$ cat src/rtl/sram_ctrl_pkg.sv
package sram_ctrl_pkg;

  typedef enum logic [2:0] {
    ST_IDLE,
    ST_READ,
    ST_WADDR,
    ST_WPULSE,
    ST_WHOLD
  } ctrl_st_e;

  // Whole clock cycles covering a nanosecond minimum, never fewer than one.
  function automatic int ns_to_cyc(input int ns, input int clk_ps);
    int c;
    c = (ns * 1000 + clk_ps - 1) / clk_ps;
    return (c < 1) ? 1 : c;
  endfunction

  function automatic int imax(input int a, input int b);
    return (a > b) ? a : b;
  endfunction

endpackage

$ cat src/rtl/sram_ctrl_timer.sv
module sram_ctrl_timer #(
  parameter int CNT_W = 2
) (
  input  logic             clk,
  input  logic             rst,
  input  logic             load,
  input  logic [CNT_W-1:0] load_val,
  output logic             zero
);

  logic [CNT_W-1:0] cnt_q;

  always_ff @(posedge clk) begin
    if (rst) begin
      cnt_q <= '0;
    end else if (load) begin
      cnt_q <= load_val;
    end else if (cnt_q != '0) begin
      cnt_q <= cnt_q - CNT_W'(1);
    end
  end

  assign zero = (cnt_q == '0);

endmodule

$ cat src/rtl/sram_ctrl_fsm.sv
module sram_ctrl_fsm
  import sram_ctrl_pkg::*;
#(
  parameter int RD_CYC   = 2,
  parameter int WP_CYC   = 2,
  parameter int TURN_CYC = 1,
  parameter int CNT_W    = 2
) (
  input  logic             clk,
  input  logic             rst,
  input  logic             req_valid,
  input  logic             req_write,
  input  logic             tmr_zero,
  output logic             tmr_load,
  output logic [CNT_W-1:0] tmr_val,
  output logic             accept,
  output logic             capture,
  output logic             ready,
  output logic             ce_n,
  output logic             oe_n,
  output logic             we_n,
  output logic             dq_oe
);

  // Address phase of a write: longer when the RAM drove the bus last.
  localparam int ADDR_PH_RD = 1 + TURN_CYC;

  ctrl_st_e st_q;
  logic     last_rd_q;

  assign accept  = (st_q == ST_IDLE) && req_valid;
  assign capture = (st_q == ST_READ) && tmr_zero;

  always_comb begin
    tmr_load = 1'b0;
    tmr_val  = '0;
    case (st_q)
      ST_IDLE: begin
        if (req_valid) begin
          tmr_load = 1'b1;
          if (!req_write)     tmr_val = CNT_W'(RD_CYC - 1);
          else if (last_rd_q) tmr_val = CNT_W'(ADDR_PH_RD - 1);
          else                tmr_val = '0;
        end
      end
      ST_WADDR: begin
        if (tmr_zero) begin
          tmr_load = 1'b1;
          tmr_val  = CNT_W'(WP_CYC - 1);
        end
      end
      default: ;
    endcase
  end

  always_ff @(posedge clk) begin
    if (rst) begin
      st_q      <= ST_IDLE;
      last_rd_q <= 1'b0;
      ready     <= 1'b1;
      ce_n      <= 1'b1;
      oe_n      <= 1'b1;
      we_n      <= 1'b1;
      dq_oe     <= 1'b0;
    end else begin
      case (st_q)
        ST_IDLE: begin
          if (req_valid) begin
            ready <= 1'b0;
            ce_n  <= 1'b0;
            if (req_write) begin
              st_q      <= ST_WADDR;
              last_rd_q <= 1'b0;
            end else begin
              st_q      <= ST_READ;
              oe_n      <= 1'b0;
              last_rd_q <= 1'b1;
            end
          end
        end
        ST_READ: begin
          if (tmr_zero) begin
            ce_n  <= 1'b1;
            oe_n  <= 1'b1;
            ready <= 1'b1;
            st_q  <= ST_IDLE;
          end
        end
        ST_WADDR: begin
          if (tmr_zero) begin
            we_n  <= 1'b0;
            dq_oe <= 1'b1;
            st_q  <= ST_WPULSE;
          end
        end
        ST_WPULSE: begin
          if (tmr_zero) begin
            we_n <= 1'b1;
            st_q <= ST_WHOLD;
          end
        end
        ST_WHOLD: begin
          dq_oe <= 1'b0;
          ce_n  <= 1'b1;
          ready <= 1'b1;
          st_q  <= ST_IDLE;
        end
        default: st_q <= ST_IDLE;
      endcase
    end
  end

endmodule

$ cat src/rtl/sram_ctrl_datapath.sv
module sram_ctrl_datapath #(
  parameter int ADDR_W = 15,
  parameter int DATA_W = 8
) (
  input  logic              clk,
  input  logic              rst,
  input  logic              accept,
  input  logic              capture,
  input  logic [ADDR_W-1:0] req_addr,
  input  logic [DATA_W-1:0] req_wdata,
  input  logic [DATA_W-1:0] mem_dq_in,
  output logic [ADDR_W-1:0] mem_addr,
  output logic [DATA_W-1:0] mem_dq_out,
  output logic [DATA_W-1:0] rd_data
);

  always_ff @(posedge clk) begin
    if (rst) begin
      mem_addr   <= '0;
      mem_dq_out <= '0;
      rd_data    <= '0;
    end else begin
      if (accept) begin
        mem_addr   <= req_addr;
        mem_dq_out <= req_wdata;
      end
      if (capture) begin
        rd_data <= mem_dq_in;
      end
    end
  end

endmodule

$ cat src/rtl/sram_bus_ctrl.sv
module sram_bus_ctrl
  import sram_ctrl_pkg::*;
#(
  parameter int ADDR_W   = 15,
  parameter int DATA_W   = 8,
  parameter int CLK_PS   = 10000,
  parameter int T_AA_NS  = 15,
  parameter int T_OE_NS  = 8,
  parameter int T_WP_NS  = 12,
  parameter int T_AW_NS  = 12,
  parameter int T_DW_NS  = 8,
  parameter int T_OHZ_NS = 8
) (
  input  logic              clk,
  input  logic              rst,
  input  logic              req_valid,
  input  logic              req_write,
  input  logic [ADDR_W-1:0] req_addr,
  input  logic [DATA_W-1:0] req_wdata,
  output logic              ready,
  output logic [DATA_W-1:0] rd_data,
  output logic [ADDR_W-1:0] mem_addr,
  output logic              mem_ce_n,
  output logic              mem_oe_n,
  output logic              mem_we_n,
  output logic [DATA_W-1:0] mem_dq_out,
  output logic              mem_dq_oe,
  input  logic [DATA_W-1:0] mem_dq_in
);

  localparam int RD_CYC   = ns_to_cyc(imax(T_AA_NS, T_OE_NS), CLK_PS);
  localparam int WP_CYC   = ns_to_cyc(imax(imax(T_WP_NS, T_AW_NS), T_DW_NS), CLK_PS);
  localparam int TURN_CYC = ns_to_cyc(T_OHZ_NS, CLK_PS);
  localparam int MAX_CYC  = imax(imax(RD_CYC, WP_CYC), TURN_CYC + 1);
  localparam int CNT_W    = $clog2(MAX_CYC + 1);

  logic             tmr_load;
  logic [CNT_W-1:0] tmr_val;
  logic             tmr_zero;
  logic             accept;
  logic             capture;

  sram_ctrl_timer #(
    .CNT_W(CNT_W)
  ) u_timer (
    .clk     (clk),
    .rst     (rst),
    .load    (tmr_load),
    .load_val(tmr_val),
    .zero    (tmr_zero)
  );

  sram_ctrl_fsm #(
    .RD_CYC  (RD_CYC),
    .WP_CYC  (WP_CYC),
    .TURN_CYC(TURN_CYC),
    .CNT_W   (CNT_W)
  ) u_fsm (
    .clk      (clk),
    .rst      (rst),
    .req_valid(req_valid),
    .req_write(req_write),
    .tmr_zero (tmr_zero),
    .tmr_load (tmr_load),
    .tmr_val  (tmr_val),
    .accept   (accept),
    .capture  (capture),
    .ready    (ready),
    .ce_n     (mem_ce_n),
    .oe_n     (mem_oe_n),
    .we_n     (mem_we_n),
    .dq_oe    (mem_dq_oe)
  );

  sram_ctrl_datapath #(
    .ADDR_W(ADDR_W),
    .DATA_W(DATA_W)
  ) u_dp (
    .clk       (clk),
    .rst       (rst),
    .accept    (accept),
    .capture   (capture),
    .req_addr  (req_addr),
    .req_wdata (req_wdata),
    .mem_dq_in (mem_dq_in),
    .mem_addr  (mem_addr),
    .mem_dq_out(mem_dq_out),
    .rd_data   (rd_data)
  );

endmodule

$ cat config.mk
export PLATFORM = sky130hd
export DESIGN_NAME = sram_bus_ctrl
export DESIGN_NICKNAME = d
export VERILOG_FILES = /design/src/rtl/sram_ctrl_pkg.sv /design/src/rtl/sram_ctrl_timer.sv /design/src/rtl/sram_ctrl_fsm.sv /design/src/rtl/sram_ctrl_datapath.sv /design/src/rtl/sram_bus_ctrl.sv
export SDC_FILE = /design/constraint.sdc
export NUM_CORES = 1
export LEC_CHECK = 0
export ABC_CLOCK_PERIOD_IN_PS = 2900
export CAP_MARGIN = 10
export CORE_ASPECT_RATIO = 0.8
export CORE_MARGIN = 2
export CORE_UTILIZATION = 44
export DETAILED_ROUTE_END_ITERATION = 8
export PLACE_DENSITY = 0.84
export SETUP_SLACK_MARGIN = 0.2
export SLEW_MARGIN = 20
export SYNTH_ARGS = -nofsm -noshare
export SYNTH_HDL_FRONTEND = slang
export SYNTH_SLANG_ARGS = --single-unit
$ cat constraint.sdc
create_clock -name clk -period 2.9 [get_ports clk]
set_input_delay 0.29 -clock clk [delete_from_list [all_inputs] [get_ports clk]]
set_output_delay 0.29 -clock clk [all_outputs]
set_load 0.05 [all_outputs]
==> flow_summary_export.csv, run 1 <==
group,metric,value,unit
outcome,status,"completed",
floorplan,io_pins,71,
floorplan,dieArea,4130,um^2
final_layout,regArea,821,um^2
synth,netlist_area,1600,um^2
synth,yosysUniqueCellTypes,33,
synth,synth_top_area_share,51.4,%
sta,drv_slew,0,
clock_tree,cts_tree,"done",
floorplan,placementRows,19,
synth,synth_warnings,0,
flow_run,cap_viol_max_count,0,
critical_path,max_stage_delay,0.83,ns
clock_tree,cts_num_sinks,41,
power,p_leak,0.000886,uW
final_layout,drive_above_1_share,5.65,%
sta,min_period,1.75,ns
route,drt_iter0_drc,70,
critical_path,endpoint_kind,"output pin",
floorplan,start_util,46.4,%
synth,synthCells,183,
route,antenna_left,0,
clock_tree,htreeDepth,2,
route,num_vias,1410,
sta,fin_skew,0.00601,ns
clock_tree,ctsRootBufferMaster,"clkbuf_8",
global_route,track_usage,18.8,%
sta,setup_viol_count_final,0,
power,powerDensity,688,nW/um^2
clock_tree,post-cts-setup-buffer-count,0,
critical_path,rrSetupSlack,1.25,ns
global_route,grt_overflow,0,
place,portBuffers,70,
place,hpwl,2410,um
global_route,grt_pass1_wl,5960,um
sta,final-hold-violation-count,0,
power,vdd_drop_max,421,uV
hold_path,hold_end,"u_dp.mem_addr[13]",
critical_path,critPathKind,"register to output pin",
critical_path,cp_slowest_cell,"clkdlybuf4s50_1",
sta,max_slew_margin,64.9,%
synth,ys_ff_latch,41,
clock_tree,cts_buffer_depth,2,
sta,rsz0062_at_grt,"false",
global_route,grt_pass1_vias,1329,
clock_tree,postCtsHoldBufs,0,
hold_path,min_path_type,"register to register",
clock_tree,clk_pin_slew,0.07,ns
synth,synth.top_cells.by_area,"dfxtp_1 (51%), nand2_1 (12%), a21oi_1 (8.8%)",
final_layout,multi_input_area,662,um^2
critical_path,crit_arrival,1.46,ns
synth,syn_nets,219,
final_layout,final_net_count,285,
critical_path,rr_startpoint,"u_timer.cnt_q[0]",
sta,fin_ws,1.15,ns
critical_path,crit_path_max_fanout,2,
route,drt-wirelength-per-cell,12.0,um
place,gp_congestion,0.727,
synth,synth_area_per_cell,8.73,um^2
critical_path,cp_cell_sequence,"clkdlybuf4s50_1",
sta,fmax,570,MHz
hold_path,min_from,"u_dp.mem_addr[13]",
final_layout,area_growth,47.4,%
route,viasPerCell,4.86,
floorplan,fp.dieH,57.9,um
critical_path,worstPathBufferInverterCount,1,
sta,final.setup.tns,0,ns
sta,period_share,60.5,%
critical_path,crit_required,2.61,ns
synth,synth_top_area_cell,"dfxtp_1",
hold_path,holdPathStages,2,
final_layout,diodes,0,
critical_path,ff2ff_path_depth,6,
place,dp_slack,1.01,ns
clock_tree,ctsResizeCount,0,
clock_tree,clk_latency,0.29,ns
sta,max_slew.worst_pin.slew,0.524,ns
global_route,antenna_found_initial,0,
floorplan,die_width,71.4,um
synth,synth-seq-area-share,51.4,%
route,wl,3490,um
route,drt_first_pass_iters,6,
route,drcViolationCount,0,
final_layout,nFillCells,299,
clock_tree,cts_buffers,5,
floorplan,core_area,3450,um^2
global_route,grt_max_degree,41,
critical_path,crit-reg2reg-capture,"u_dp.rd_data[2]",
critical_path,worst_setup_path_start_kind,"register",
critical_path,critical-path-top-delay-family,"buffers and inverters",
-- per-layer routing --
layer | up-vias | wire (um) | global-route usage (%)
li1 | 737 | - | -
met1 | 622 | 1560 | 22.9
met2 | 47 | 1560 | 29.9
met3 | 4 | 324 | 7.30
met4 | 0 | 40 | 8.09
met5 | - | 0 | 0
-- synth_stat cells --
library cell	instances
nor4_1	1
a31oi_1	1
buf_2	5
a2bb2oi_1	1
buf_8	1
inv_1	6
a211oi_1	1
clkbuf_8	1
nand2b_1	2
a21oi_1	28
and3b_1	1
ha_1	1
and3b_2	1
nand2_1	49
nand3b_1	1
o211ai_1	1
mux2i_1	8
o21bai_1	1
o21ai_2	1
or4b_4	1
clkbuf_1	4
nor4bb_1	1
buf_4	1
nor3_1	1
dfxtp_1	41
o22ai_1	1
nor3b_1	1
and3_1	1
o21ai_0	5
nor2_1	11
o311ai_0	1
nor4b_4	1
buf_6	2
-- worst max path at each step --
| stage | from | to | slack [ns] | depth (start not counted) |
|---|---|---|---|---|
| finish | u_fsm.oe_n | mem_oe_n | 1.15 | 1 |
| CTS | u_fsm.oe_n | mem_oe_n | 1.13 | 1 |
| floorplan | u_timer.cnt_q[0] | u_dp.rd_data[0] | 1.42 | 6 |
| global route | u_timer.cnt_q[0] | u_dp.rd_data[5] | 1.06 | 6 |
| global placement | req_valid | u_fsm.ready | 1.05 | 4 |
| detailed placement | req_valid | u_fsm.ready | 1.01 | 4 |
-- cells in the final DEF (no fill, tap or decap), types with 2 or more instances in the layout --
cell type	netlist	final
a21oi_1	28	28
buf_4	1	3
clkbuf_8	1	5
clkdlybuf4s50_1	0	70
dfxtp_1	41	41
inv_1	6	6
mux2i_1	8	8
nand2_1	49	49
nand2b_1	2	2
nor2_1	11	11
o21ai_0	5	5
-- cell type report --
cell class,instances,share of cell area [%]
clock inverters,1,0.213
flip-flops and latches,41,34.9
repair buffers,73,30.7
clock buffers,5,2.92
inverters,6,0.956
well taps,42,2.23
multi-input cells,122,28.1
-- sequential cells by signal, indices dropped and copies added (netlist names) --
name / cells
u_fsm.dq_oe: 1
u_fsm.oe_n: 1
u_fsm.last_rd_q: 1
u_dp.mem_dq_out: 8
u_dp.mem_addr: 15
u_fsm.ready: 1
u_fsm.st_q: 3
u_dp.rd_data: 8
u_fsm.we_n: 1
u_timer.cnt_q: 2
-- report_power, final --
group | internal, uW | switching (uW) | total (uW)
registers | 634 | 48.7 | 683
logic | 237 | 367 | 605
clock network | 158 | 173 | 332
total | 1030 | 590 | 1620
-- tightest hold or removal path, cell delays in order, from the launching register on --
cell,delay (ns)
dfxtp_1,0.31
nand2_1,0.05
a21oi_1,0.05
-- cell families (layout without fill, tap and decap cells) --
family / count (synthesis) / after routing / synth area share, %
AND/OR/NAND/NOR: 72 / 72 / 21.1
AO/OA/AOI/OAI: 41 / 41 / 14.2
flip-flops: 41 / 41 / 51.4
buffers and inverters: 20 / 85 / 7.59
multiplexers: 8 / 8 / 5.01
adder cells (fa/ha/maj): 1 / 1 / 0.783
-- per-stage QoR --
| stage | utilization (%) | cells | power (uW) | instance area, um^2 | hold WS (ns) |
|---|---|---|---|---|---|
| after global placement | 66.2 | 284 | 1300 | 2280 | 0.432 |
| after detailed placement | 66.2 | 284 | 1300 | 2280 | 0.447 |
| after floorplan | - | 183 | 1130 | 1600 | 0.386 |
| after CTS | 68.3 | 290 | 1640 | 2350 | 0.457 |
| after global routing | 68.3 | 290 | 1720 | 2350 | 0.470 |
| final | 68.3 | 290 | 1620 | 2350 | 0.452 |
Note: power is estimated with default switching activity, not from simulation.
==> run 2: changes to the inputs <==
ABC_CLOCK_PERIOD_IN_PS = 1490   (was 2900)
CORE_UTILIZATION = 37   (was 44)
PLACE_DENSITY = 0.75   (was 0.84)
clock period = 1.49 ns   (was 2.9 ns; I/O delays follow)
==> run 2 against run 1 <==
Effect of this change:
- critical endpoint is now u_dp.mem_addr[14]
- worst hold slack lost 0.054 ns
- highest routed layer unchanged
- utilization decreased by 6.9 points
- clock skew about the same
==> flow_summary_export.csv, run 2 (synthesis gave the netlist of run 1 again) <==
group,metric,value,unit
route,antenna_left,0,
sta,setup_viol_count_final,0,
critical_path,crit_required,1.67,ns
clock_tree,clk_latency,0.29,ns
final_layout,diodes,0,
clock_tree,cts_buffers,5,
floorplan,die_width,77.5,um
route,num_vias,1512,
sta,rsz0062_at_grt,"true",
floorplan,dieArea,4860,um^2
power,clockPowerShare,25.3,%
clock_tree,postCtsHoldBufs,0,
final_layout,largest_register_ffs,15,
clock_tree,clk_pin_slew,0.08,ns
final_layout,final_net_count,304,
power,powerDensity,1410,nW/um^2
final_layout,top_register,"u_dp.mem_addr",
final_layout,nFillCells,359,
final_layout,layout_common_cells,"buf_4 (50), nand2_1 (42), dfxtp_1 (37)",
final_layout,fin_area,2570,um^2
critical_path,critPathKind,"register to register",
critical_path,worst_setup_path_start_kind,"register",
critical_path,endpoint_kind,"register",
sta,final.setup.tns,0,ns
route,drt_iter0_drc,38,
place,dp_slack,-0.103,ns
route,drcViolationCount,0,
final_layout,mostFrequentLayoutCell,"buf_4",
hold_path,min_path_type,"primary input to register",
floorplan,io_pins,71,
power,p_leak,0.00108,uW
global_route,grt_overflow,0,
sta,period_share,91.3,%
clock_tree,ctsRootBufferMaster,"clkbuf_8",
route,wl,3860,um
floorplan,start_util,38.2,%
route,drt-wirelength-per-cell,11.9,um
power,internal-power,2370,uW
sta,fmax,735,MHz
sta,max_slew_margin,79.2,%
place,hpwl,2600,um
place,portBuffers,70,
power,seqPwrFrac,36.7,%
floorplan,core_area,4180,um^2
clock_tree,cts_tree,"done",
global_route,grt_pass1_vias,1396,
clock_tree,cts_num_sinks,41,
clock_tree,cts_buffer_depth,2,
power,p_sw,1260,uW
place,gp_congestion,0.829,
sta,min_period,1.36,ns
final_layout,area_growth,60.6,%
sta,fin_skew,0.00596,ns
sta,max_slew.worst_pin.slew,0.311,ns
critical_path,crit_arrival,1.54,ns
power,vdd_drop_max,761,uV
flow_run,cap_viol_max_count,0,
global_route,antenna_found_initial,0,
power,comb_power_share,38.0,%
final_layout,drive_above_1_share,32.0,%
place,placed_cell_area,2340,um^2
floorplan,fp.dieH,62.8,um
global_route,grt_max_degree,41,
critical_path,crit_path_max_fanout,8,
floorplan,placementRows,21,
global_route,grt_pass1_wl,6120,um
final_layout,final_util,61.4,%
route,viasPerCell,4.64,
outcome,status,"completed",
global_route,track_usage,15.7,%
clock_tree,htreeDepth,2,
power,switching_share,34.8,%
power,finalPower,3630,uW
sta,drv_slew,0,
route,drt_first_pass_iters,4,
sta,final-hold-violation-count,0,
final_layout,largest_registers,"u_dp.mem_addr (15), u_dp.mem_dq_out (8), u_dp.rd_data (8)",
sta,fin_ws,0.130,ns
==> run 2: through the flow <==
step / hold WS [ns] / instances
after floorplan: 0.245 / 183
after global placement: 0.438 / 310
after detailed placement: 0.444 / 310
after CTS: 0.388 / 321
after global routing: 0.397 / 326
final: 0.398 / 326
==> run 2: final cells by class <==
cell class	count	area, um^2	share of cell area, %
Clock buffer	6	82.6	3.22
Sequential cell	41	828	32.3
Inverter	6	22.5	0.878
Multi-Input combinational cell	122	706	27.5
Tap cell	57	71.3	2.78
Clock inverter	2	37.5	1.46
Timing Repair Buffer	92	818	31.9
==> run 2: timing repair <==
action                     CTS  global route
pin swaps                    1             9
buffers inserted             2             4
setup endpoints to repair   35            37
gates cloned                 1             1
resized for setup           14             6
==> run 2: worst max-delay path, cell delays in order, from the launching register on <==
cell,delay [ns]
dfxtp_2,0.34
or4b_4,0.59
buf_4,0.20
nand2_1,0.07
a21oi_1,0.06
==> run 2: power groups by stage <==
stage / clock (uW) / combinational (uW) / sequential, uW
after global routing: 982 / 1470 / 1350
after global placement: 0 / 1250 / 1350
after detailed placement: 0 / 1270 / 1350
final: 919 / 1380 / 1330
after CTS: 947 / 1330 / 1330
after floorplan: 0 / 528 / 1700
==> run 2: path summary, 6_finish.rpt <==
check | slack (ns) | cells past startpoint | startpoint | to
worst max-delay path | 0.13 | 4 | u_fsm.st_q[1] | u_dp.mem_addr[14]
worst min-delay path | 0.40 | 3 | req_wdata[0] | u_dp.mem_dq_out[0]
worst max register to register | 0.13 | 4 | u_fsm.st_q[1] | u_dp.mem_addr[14]
worst min register to register | 0.45 | 2 | u_dp.mem_dq_out[6] | u_dp.mem_dq_out[6]
==> run 2: routing by layer <==
| layer | global-route usage (%) | vias up | part of all wire, % | routed length [um] |
|---|---|---|---|---|
| li1 | - | 774 | - | - |
| met2 | 25.9 | 51 | 45 | 1760 |
| met4 | 6.70 | 0 | 1.3 | 49 |
| met3 | 5.78 | 5 | 7.6 | 295 |
| met1 | 18.2 | 682 | 46 | 1760 |
| met5 | 0 | - | 0 | 0 |
==> run 3: changes to the inputs <==
CORE_UTILIZATION = 39   (was 37)
CTS_BUF_LIST = sky130_fd_sc_hd__clkbuf_4   (was default)
PLACE_DENSITY = 0.78   (was 0.75)
SYNTH_HIERARCHICAL = 1   (was default)
==> run 3 against run 2 <==
Effect of this change:
- largest power group unchanged
- worst hold slack better by 0.020 ns
- clock power shrank 46%
- die area is 1.7% lower
- maximum frequency is 3.3% higher
==> flow_summary_export.csv, run 3 <==
group,metric,value,unit
place,placed_cell_area,2340,um^2
synth,synth_top_area_share,49.6,%
sta,fin_skew,0.00505,ns
critical_path,endpoint_kind,"register",
route,viasPerCell,4.64,
floorplan,io_pins,71,
synth,synthCells,158,
clock_tree,cts_num_sinks,41,
sta,fmax,760,MHz
power,internal-power,2200,uW
final_layout,drive_above_1_share,31.4,%
critical_path,crit_required,1.72,ns
synth,syn_nets,194,
route,drt_iter0_drc,88,
power,comb_power_share,47.4,%
route,wl,3630,um
hold_path,holdPathStages,3,
critical_path,critPathKind,"register to register",
synth,yosys_most_used_dff,"dfxtp_1",
place,gp_congestion,0.813,
floorplan,fp.dieH,62.3,um
synth,yosys-top-cells-count,"dfxtp_1 (41), nor2_1 (36), mux2i_1 (31)",
global_route,grt_pass1_vias,1247,
final_layout,largest_register_ffs,15,
clock_tree,postCtsHoldBufs,0,
critical_path,cp_cell_sequence,"nor4b_4, buf_6, buf_8, mux2i_1, nor2_1",
clock_tree,ctsRootBufferMaster,"clkbuf_4",
clock_tree,cts_buffer_depth,2,
synth,synth.top_cells.by_area,"dfxtp_1 (50%), mux2i_1 (19%), nor2_1 (8.2%)",
route,num_vias,1374,
sta,period_share,88.3,%
critical_path,ff2ff_path_depth,5,
synth,synth_enable_flop_cells,0,
route,drcViolationCount,0,
critical_path,crit_arrival,1.55,ns
critical_path,max_stage_delay,0.37,ns
power,vdd_drop_max,646,uV
final_layout,largest_registers,"u_dp/mem_addr (15), u_dp/mem_dq_out (8), u_dp/rd_data (8)",
clock_tree,clk_latency,0.33,ns
global_route,antenna_found_initial,0,
floorplan,dieArea,4780,um^2
final_layout,stdcell_count,296,
final_layout,top_register,"u_dp/mem_addr",
route,drt-wirelength-per-cell,12.3,um
critical_path,cp_slowest_cell,"dfxtp_4",
global_route,grt_overflow,0,
route,drt_first_pass_iters,4,
place,portBuffers,70,
synth,synth_top_area_cell,"dfxtp_1",
synth,ys_ff_latch,41,
floorplan,core_area,4130,um^2
flow_run,cap_viol_max_count,0,
sta,final-hold-violation-count,0,
clock_tree,cts_tree,"done",
critical_path,worst_setup_path_start_kind,"register",
floorplan,start_util,40.1,%
outcome,status,"completed",
final_layout,final_net_count,276,
sta,drv_slew,0,
clock_tree,cts_buffers,5,
power,switching_share,37.8,%
hold_path,min_path_type,"primary input to register",
synth,yosysMostFrequentCell,"dfxtp_1",
sta,setup_viol_count_final,0,
synth,yosysUniqueCellTypes,36,
place,place_inst,283,
place,hpwl,2440,um
synth,netlist_area,1650,um^2
floorplan,die_width,76.8,um
floorplan,placementRows,21,
global_route,track_usage,15.5,%
sta,min_period,1.32,ns
power,p_sw,1340,uW
final_layout,mostFrequentLayoutCell,"buf_4",
power,powerDensity,1390,nW/um^2
power,p_leak,0.00110,uW
clock_tree,htreeDepth,2,
global_route,grt_pass1_wl,6000,um
route,antenna_left,0,
synth,synthArstFlopShare,0,%
final_layout,layout_common_cells,"buf_4 (44), nor2_1 (36), dfxtp_1 (36)",
clock_tree,clk_pin_slew,0.11,ns
synth,synth-seq-area-share,49.6,%
final_layout,fin_area,2550,um^2
synth,synth_area_per_cell,10.5,um^2
sta,rsz0062_at_grt,"true",
final_layout,area_growth,54.1,%
synth,synth_warnings,6,
final_layout,nFillCells,376,
power,seqPwrFrac,38.5,%
global_route,grt_max_degree,44,
final_layout,diodes,0,
critical_path,crit_path_max_fanout,8,
power,clockPowerShare,14.1,%
[run 3: area by class of cell]
class / instances / area (um^2) / area share, %
clock inverter: 1 / 5.00 / 0.196
sequential: 41 / 830 / 32.5
clock buffer: 5 / 37.5 / 1.47
multi-input combinational: 102 / 772 / 30.3
tap: 57 / 71.3 / 2.80
inverter: 3 / 11.3 / 0.442
timing repair buffer: 87 / 822 / 32.3
[run 3: critical path: cells and delay by family (launching register included)]
family	cells	cell delay [ns]
buffers and inverters	2	0.31
and+or+nand+nor	2	0.34
DFF	1	0.37
muxes	1	0.20
[run 3: routing by layer]
| layer | GRT usage [%] | routed length (um) |
|---|---|---|
| met5 | 0 | 0 |
| met4 | 4.77 | 27 |
| met3 | 6.10 | 274 |
| met2 | 23.9 | 1680 |
| met1 | 20.1 | 1650 |
[run 3: cells by family (layout without fill, tap and decap cells)]
kind of cell / count (synthesis) / after routing / synth area share, %
other: 1 / 1 / 0.227
buffers and inverters: 15 / 96 / 6.73
adders and majority gates: 1 / 1 / 0.756
muxes: 31 / 31 / 18.8
and+or+nand+nor: 54 / 54 / 16.3
DFF: 41 / 41 / 49.6
xor gates and xnor gates: 1 / 1 / 0.530
AOI/OAI and AO/OA: 14 / 14 / 7.11
[run 3: power by group through the flow]
stage                     clock network (uW)  registers [uW]  logic, uW
final                                    498            1360       1680
after detailed placement                   0            1370       1390
after global placement                     0            1370       1370
after global routing                     583            1380       1780
after CTS                                525            1360       1600
after floorplan                            0            1760        630
[run 3: what timing repair did]
action,4_1_cts,5_1_grt
pin swaps,3,15
gates cloned,1,0
gates resized for setup,20,7
endpoints found under the setup margin,38,39
buffers inserted,4,2
hold endpoints to repair,0,0
[run 3: through the flow]
stage	TNS (ns)	hold WS [ns]	setup WS [ns]	total power, uW	util (%)
after detailed placement	-1.73	0.469	-0.105	2760	56.8
after floorplan	0	0.221	0.199	2390	-
after global placement	-0.613	0.452	-0.0470	2740	56.8
after global routing	0	0.404	0.0939	3750	61.8
final	0	0.417	0.174	3540	61.8
after CTS	0	0.405	0.176	3480	60.7
[run 3: path summary, 6_finish.rpt]
check	slack, ns	endpoint	startpoint
worst max-delay path	0.17	u_dp/mem_addr[2]	u_fsm/st_q[0]
worst min-delay path	0.42	u_dp/mem_dq_out[0]	req_wdata[0]
worst max register to register	0.17	u_dp/mem_addr[2]	u_fsm/st_q[0]
worst min register to register	0.48	u_fsm/oe_n	u_fsm/oe_n
